$ cat config.mk
export PLATFORM = sky130hd
export DESIGN_NAME = manch_sfd_tx
export DESIGN_NICKNAME = d
export VERILOG_FILES = /design/src/rtl/mtx_pkg.sv /design/src/rtl/mtx_sfd_select.sv /design/src/rtl/mtx_frame_build.sv /design/src/rtl/mtx_serializer.sv /design/src/rtl/manch_sfd_tx.sv
export SDC_FILE = /design/constraint.sdc
export NUM_CORES = 1
export LEC_CHECK = 0
export BUFFER_PORTS_ARGS = -buffer_cell sky130_fd_sc_hd__buf_2
export CORE_ASPECT_RATIO = 1.1
export CORE_UTILIZATION = 60
export CTS_CLUSTER_DIAMETER = 120
export DETAILED_ROUTE_END_ITERATION = 8
export GPL_ROUTABILITY_DRIVEN = 0
export PLACE_DENSITY = 0.79
export SYNTH_ARGS = -nofsm -noshare
export SYNTH_HDL_FRONTEND = slang
export SYNTH_SLANG_ARGS = --single-unit
$ cat constraint.sdc
create_clock -name clk -period 3.2 [get_ports clk]
set_clock_uncertainty 0.1 [all_clocks]
set_input_delay 0.64 -clock clk [delete_from_list [all_inputs] [get_ports clk]]
set_output_delay 0.64 -clock clk [all_outputs]
set_load 0.02 [all_outputs]
$ cat src/rtl/mtx_pkg.sv
package mtx_pkg;

  typedef enum logic [1:0] {
    SFD_START = 2'd0,
    SFD_CMD   = 2'd1,
    SFD_DATA  = 2'd2
  } sfd_kind_e;

  localparam int SYNC_HALVES  = 6;
  localparam int START_HALVES = 2;

  // levels listed with the first-sent half in bit 0
  localparam logic [SYNC_HALVES-1:0]  CMD_SHAPE   = 6'b000111;
  localparam logic [SYNC_HALVES-1:0]  DATA_SHAPE  = 6'b111000;
  localparam logic [START_HALVES-1:0] START_SHAPE = 2'b10;

endpackage

$ cat src/rtl/mtx_sfd_select.sv
module mtx_sfd_select
  import mtx_pkg::*;
(
  input  logic      cfg_sync_en,
  input  logic      cfg_cmd_sync,
  input  logic      cfg_var_sync,
  input  logic      s_sync,
  output sfd_kind_e kind
);

  logic want_cmd;

  // per-character sideband overrides the static bit in variable mode
  assign want_cmd = cfg_var_sync ? s_sync : cfg_cmd_sync;

  always_comb begin
    if (!cfg_sync_en)   kind = SFD_START;
    else if (want_cmd)  kind = SFD_CMD;
    else                kind = SFD_DATA;
  end

endmodule

$ cat src/rtl/mtx_frame_build.sv
module mtx_frame_build
  import mtx_pkg::*;
#(
  parameter int DATA_W = 8,
  localparam int FRAME_W = SYNC_HALVES + 2 * DATA_W,
  localparam int CNT_W   = $clog2(FRAME_W + 1)
) (
  input  sfd_kind_e           kind,
  input  logic [DATA_W-1:0]   data,
  output logic [FRAME_W-1:0]  frame,
  output logic [CNT_W-1:0]    len
);

  localparam int BODY_W = 2 * DATA_W;
  localparam int PAD_W  = SYNC_HALVES - START_HALVES;

  logic [BODY_W-1:0] body;

  // each bit becomes two half-bit levels: true level then its complement
  for (genvar i = 0; i < DATA_W; i++) begin : g_bit
    assign body[2*i]   = data[i];
    assign body[2*i+1] = ~data[i];
  end

  always_comb begin
    unique case (kind)
      SFD_CMD: begin
        frame = {body, CMD_SHAPE};
        len   = CNT_W'(FRAME_W);
      end
      SFD_DATA: begin
        frame = {body, DATA_SHAPE};
        len   = CNT_W'(FRAME_W);
      end
      default: begin
        frame = {{PAD_W{1'b1}}, body, START_SHAPE};
        len   = CNT_W'(START_HALVES + BODY_W);
      end
    endcase
  end

endmodule

$ cat src/rtl/mtx_serializer.sv
module mtx_serializer #(
  parameter int FRAME_W = 22,
  localparam int CNT_W  = $clog2(FRAME_W + 1)
) (
  input  logic               clk,
  input  logic               rst_n,
  input  logic               half_en,
  input  logic               load,
  input  logic [FRAME_W-1:0] frame,
  input  logic [CNT_W-1:0]   len,
  output logic               busy,
  output logic               txd
);

  logic [FRAME_W-1:0] shreg;
  logic [CNT_W-1:0]   remain;

  always_ff @(posedge clk or negedge rst_n) begin
    if (!rst_n) begin
      shreg  <= '1;
      remain <= '0;
      busy   <= 1'b0;
      txd    <= 1'b1;
    end else if (load) begin
      shreg  <= frame;
      remain <= len;
      busy   <= 1'b1;
    end else if (busy && half_en) begin
      if (remain != '0) begin
        txd    <= shreg[0];
        shreg  <= {1'b1, shreg[FRAME_W-1:1]};
        remain <= remain - 1'b1;
      end else begin
        txd  <= 1'b1;
        busy <= 1'b0;
      end
    end
  end

  AST_IDLE_HIGH: assert property (@(posedge clk) disable iff (!rst_n)
    !busy |-> txd);
  AST_HOLD_BETWEEN_TICKS: assert property (@(posedge clk) disable iff (!rst_n)
    !half_en |=> $stable(txd));
  AST_LOAD_TAKES_LINE: assert property (@(posedge clk) disable iff (!rst_n)
    load |=> busy);
  AST_END_RELEASE: assert property (@(posedge clk) disable iff (!rst_n)
    (busy && half_en && remain == '0) |=> (!busy && txd));
  AST_REMAIN_BOUND: assert property (@(posedge clk) disable iff (!rst_n)
    remain <= CNT_W'(FRAME_W));

endmodule

$ cat src/rtl/manch_sfd_tx.sv
module manch_sfd_tx
  import mtx_pkg::*;
#(
  parameter int DATA_W = 8
) (
  input  logic              clk,
  input  logic              rst_n,
  input  logic              half_en,
  input  logic              cfg_sync_en,
  input  logic              cfg_cmd_sync,
  input  logic              cfg_var_sync,
  input  logic              s_valid,
  output logic              s_ready,
  input  logic [DATA_W-1:0] s_data,
  input  logic              s_sync,
  output logic              txd
);

  localparam int FRAME_W = SYNC_HALVES + 2 * DATA_W;
  localparam int CNT_W   = $clog2(FRAME_W + 1);

  sfd_kind_e          kind;
  logic [FRAME_W-1:0] frame;
  logic [CNT_W-1:0]   len;
  logic               busy;
  logic               take;

  assign s_ready = !busy;
  assign take    = s_valid && s_ready;

  mtx_sfd_select u_sel (
    .cfg_sync_en  (cfg_sync_en),
    .cfg_cmd_sync (cfg_cmd_sync),
    .cfg_var_sync (cfg_var_sync),
    .s_sync       (s_sync),
    .kind         (kind)
  );

  mtx_frame_build #(.DATA_W(DATA_W)) u_build (
    .kind  (kind),
    .data  (s_data),
    .frame (frame),
    .len   (len)
  );

  mtx_serializer #(.FRAME_W(FRAME_W)) u_ser (
    .clk     (clk),
    .rst_n   (rst_n),
    .half_en (half_en),
    .load    (take),
    .frame   (frame),
    .len     (len),
    .busy    (busy),
    .txd     (txd)
  );

  AST_NO_SECOND_TAKE: assert property (@(posedge clk) disable iff (!rst_n)
    take |=> !s_ready);
  AST_TAKE_KEEPS_IDLE: assert property (@(posedge clk) disable iff (!rst_n)
    take |=> txd);

endmodule

## Yosys cells after proc, flatten, opt, wreduce, memory -nomap -nowiden

Cells that the tools add are included.

- Shift-type cells: 0
- Eq/ne operators: 3
- Reductions and logical operators: 10
- Order comparisons: 0
- Multipliers: 0
- Bitwise gates (word level): 9
- Muxes and demuxes: 15
- $add $sub $neg: 1
- Div/mod/pow operators: 0

Operators by type and width:

| operator | number |
|---|---|
| two-way mux 22 bit | 3 |
| case mux 22 bit (2 select lines) | 1 |
| two-way mux 5 bit | 3 |
| inverter 1 bit | 9 |
| AND reduction 2 bit | 3 |
| two-way mux 1 bit | 5 |
| nonzero test 5 bit | 1 |
| subtractor 5 x 1 -> 5 bit, second input constant | 1 |
| two-way mux 2 bit | 2 |
| nonzero test 2 bit | 2 |
| two-way mux 3 bit | 1 |
| == test 2 x 1 -> 1 bit, second input constant | 1 |
| == test 2 bit, second input constant | 1 |
| logical AND 1 bit | 2 |
| != test 2 bit, second input constant | 1 |
| OR reduction 2 bit | 1 |
| zero test 1 bit | 1 |

- Bits in read-only memories: 0
- Input bits: 16
- Output and inout bits: 2
- Register bits after elaboration: 29
- Memories: 0
- Latch bits: 0
- Word-level logic and storage cells: 42
- RAM bits: 0

## Depth between registers and ports, before layout

- Depth in word-level cells: 7
- Depth in mapped cells: 7
- Gate-level depth less buffers: 5

## Hierarchy

From an unflattened synthesis, not the netlist that was laid out.

- Cell total of the unflattened synthesis: 231
- Area, all modules: 1,863.0 µm²

Modules (own cells, without submodules):

| module | instances | sequential area each (µm²) | cells each | area each (µm²) |
|---|---|---|---|---|
| mtx_serializer | 1 | 754.5 | 166 | 1,473.9 |
| mtx_frame_build | 1 | 0.0 | 60 | 356.6 |
| mtx_sfd_select | 1 | 0.0 | 3 | 22.5 |
| manch_sfd_tx | 1 | 0.0 | 2 | 10.0 |

## Worst setup path before layout

OpenSTA, ideal clock, no wires.

- Path kind: reg-to-reg
- Start: register u_ser.remain[0]
- End: register u_ser.shreg[0]
- Stages on the path, launching flop included: 7
- Setup slack: 1.397 ns
- Data required time: 3.016 ns
- Path buffers: 1
- Arrival: 1.619 ns
- Library setup time: 0.084 ns
- Cells stage by stage: dfrtp_1 inv_1 ha_1 or4b_1 buf_2 and3_1 a311o_1

- Word-level cells in the longest chain between the ends: 3

RTL lines:

| element | line | text |
|---|---|---|
| start: declaration | mtx_serializer.sv:16 | `logic [CNT_W-1:0] remain;` |
| start signal: assignment | mtx_serializer.sv:26 | `remain <= len;` |
| start signal: assignment | mtx_serializer.sv:32 | `remain <= remain - 1'b1;` |
| nonzero test 5 bit | mtx_serializer.sv:29 | `if (remain != '0) begin` |
| nonzero test 2 bit (no line) | - |  |
| AND reduction 2 bit (no line) | - |  |
| end signal: assignment | mtx_serializer.sv:25 | `shreg <= frame;` |
| end signal: assignment | mtx_serializer.sv:31 | `shreg <= {1'b1, shreg[FRAME_W-1:1]};` |
| end: declaration | mtx_serializer.sv:15 | `logic [FRAME_W-1:0] shreg;` |

Every way passes these cells.
A chain may end at the register's enable or synchronous reset.

## Worst setup path after layout

- Start: register u_ser.remain[0]
- End: register u_ser.shreg[5]

Same word-level chain as after synthesis.

==> metrics <==
number of synthesized register bits 29; final clock period utilization by the worst path 72.6%; antenna violations before repair 0; final-stage net count 177; instance count of the mapped netlist 148; DR vias 1261; maximum number of pins on one net before global-route repair 30; Post-CTS Resized 0; total clock buffers created by CTS 5; R2R setup slack 0.88 ns; Final Max Slew Viols 0; total power per unit cell area 911 mW/mm2; count of filler cells inserted in the layout 178; worst endpoint data arrival time approximately 2.4 ns; Post-CTS Setup Repair Bufs 0; number of stages on the worst setup path 5; kind of path behind the tightest hold check input port to async pin; Rel. slew slack approximately 32%; Placement Rows 18; initial standard-cell utilization of the core 65.9%; setup_tns 0 ns; max-cap viol count 0; overall die area 0.00275 mm2; synthesized area divided by synthesized cell count just over 10 um2; prevailing post-synth register cell dfstp_2; wire per inst 17.6 um; number of diodes added for antenna fixing 0; list of cells traversed by the critical path inv_1, ha_1, or4b_1, nand2_2, a2111oi_0; count of buffer and inverter cells on the critical path 1; power share of the sequential group 50.0%; total gr overflow 0; Critical Path End u_ser.shreg[5]$_DFFE_PN1P_; number of sinks handled by clock tree synthesis 29; cell class contributing the biggest share of worst-path delay simple AND/OR/NAND/NOR gates; clock-pin slew on the worst setup and hold paths 0.09 ns; violation count after the first detailed-route iteration 57; proportion of power drawn by combinational gates 36.2%; count of input and output buffers 17; required time worst endpoint around 3.3 ns; outcome complete, no violations; post-detailed-route via-to-cell ratio 6.60; Top Ports 18; count of unresolved DRC violations after routing 0; Tot GR Track Use 27.9%; share of final-layout standard cells stronger than drive strength 1 31.1%; sequential cell area approximately 750 um2; core outline area ~0.0023 mm2; Syn-to-layout area delta 7.53%; share of synthesized area occupied by flip-flops and latches about half; transition time of the tightest slew-check pin between 1 and 1.5 ns; number of endpoints failing setup at the final stage 0; synthesized area 0.00153 mm2; setup repair after global routing missed its margin false; remaining antenna violation count after routing 0; DR pass1 iterations 4; CP max stage cell or4b_1; maximum ir drop on the vdd rail between 500 and 600 uV; kind of start point of the critical path register; first-pass GRT wire length 5550 um; drt total wl around 3400 um; fraction of power spent switching nets 35.4%; maximum count of clock buffers along a single path 2; total area of multi-input combinational cells just under 700 um2; share of flip-flops with an asynchronous set or reset 100%; destination of the worst register-to-register timing path u_ser.shreg[5]$_DFFE_PN1P_; number of enable-type register cells in the synthesized netlist 0; vertical die dimension 54.9 um; cts hold-fix bufs 0; half-perimeter wire length of the detailed placement result 2210 um; Reg2Reg Depth 5; CTS tree yes; Worst Setup SP u_ser.remain[0]$_DFFE_PN0P_; time the worst path needs with I/O delays and setup 2.32 ns; utilization of the core after routing 70.9%; Internal Power slightly below 1000 uW; Switching Power 530 uW; unique cell type count in the Yosys netlist 45; Die W 50.1 um; achievable frequency 430 MHz; Worst Path Class, Setup register to register; worst-path maximum fanout 19; Slowest Stage Delay on Critical Path 0.61 ns; post-synth net total 165; final hold violation count 0; Clock Latency Late Sink 0.32 ns; clock share of power 13.8%; reported leakage power 0.000672 uW; Syn. warnings 0; buffer cell driving the clock tree root clkbuf_4; via count of the first global-routing pass 1237; beginning of the worst register-to-register path u_ser.remain[0]$_DFFE_PN0P_; sort of element at the end of the critical path register; Max H-tree Level 2
-- cell type report --
type / count / area share, %
clock buffers: 8 / 2.97
inverters: 5 / 1.14
multi-input cells: 101 / 42.1
flip-flops and latches: 29 / 45.9
well taps: 30 / 2.28
repair buffers: 18 / 5.63
-- worst min path at each step --
stage,start,endpoint,slack [ns],cells past startpoint
floorplan,rst_n,u_ser.busy$_DFFE_PN0P_,0.24,0
global placement,u_ser.shreg[14]$_DFFE_PN1P_,u_ser.shreg[13]$_DFFE_PN1P_,0.39,2
detailed placement,u_ser.shreg[18]$_DFFE_PN1P_,u_ser.shreg[17]$_DFFE_PN1P_,0.39,2
CTS,rst_n,u_ser.busy$_DFFE_PN0P_,0.24,1
global route,rst_n,u_ser.busy$_DFFE_PN0P_,0.27,1
finish,rst_n,u_ser.busy$_DFFE_PN0P_,0.22,1
-- Yosys cell counts, types with 2 or more instances --
master,count,area (um2)
a311o_1,7,70.1
and3_1,7,43.8
or3_1,2,12.5
clkbuf_1,7,26.3
buf_2,3,15.0
nand3_1,10,50.1
a21oi_1,2,10.0
o211ai_1,3,22.5
dfstp_2,23,604
o21ai_0,9,45.0
nor3_1,3,15.0
nor2_1,11,41.3
a211oi_1,4,30.0
a31oi_1,7,43.8
inv_1,5,18.8
mux2i_1,7,70.1
dfrtp_1,6,150
nor3b_1,4,30.0
nand2_1,2,7.51
-- power groups by stage --
stage / registers, uW / clock network (uW) / logic [uW]
CTS: 747 / 209 / 541
detailed placement: 752 / 0 / 540
global route: 773 / 224 / 603
finish: 748 / 207 / 542
global placement: 740 / 0 / 517
floorplan: 724 / 0 / 434
-- metal layers --
layer | track usage, % | part of all wire, % | routed length (um)
met1 | 34.3 | 44 | 1480
met2 | 47.6 | 49 | 1640
met3 | 4.37 | 5.1 | 172
met4 | 15.7 | 2.2 | 74
met5 | 0 | 0 | 0
-- cells by family (layout without fill, tap and decap cells) --
kind of cell	after synthesis	in the layout	share of synthesized area, %
and+or+nand+nor	50	50	19.0
AOI/OAI and AO/OA	42	42	20.1
DFF	29	29	49.3
buffers and inverters	18	31	5.40
muxes	8	8	5.32
adders and majority gates	1	1	0.818
-- flip-flops by register name, indices dropped and copies added (netlist names) --
register and flops:
u_ser.busy 1, u_ser.txd 1, u_ser.shreg 22, u_ser.remain 5
-- metrics by stage --
stage          worst slack (ns)  std cells  total power (uW)  instance area, um2  hold WS (ns)
2_1_floorplan              1.40        148              1160                1530         0.244
3_3_place_gp              0.932        183              1260                1600         0.393
3_5_place_dp              0.872        183              1290                1600         0.391
4_1_cts                   0.936        191              1500                1640         0.243
5_1_grt                   0.621        191              1600                1640         0.273
6_report                  0.876        191              1500                1640         0.223
-- placed cells by master (no fill, tap or decap), types with 2 or more instances in the layout --
cell type / synthesis / final
nor2_1: 11 / 11
o211ai_1: 3 / 3
nor3_1: 3 / 3
dfstp_2: 23 / 23
nor3b_1: 4 / 4
inv_1: 5 / 5
a31oi_1: 7 / 7
nand3_1: 10 / 10
a21oi_1: 2 / 2
a211oi_1: 4 / 4
clkbuf_1: 7 / 3
dfrtp_1: 6 / 6
nand2_1: 2 / 2
buf_2: 3 / 17
and3_1: 7 / 7
o21ai_0: 9 / 9
or3_1: 2 / 2
clkbuf_4: 0 / 5
a311o_1: 7 / 7
mux2i_1: 7 / 7
Power figures use the tool's default switching activity.
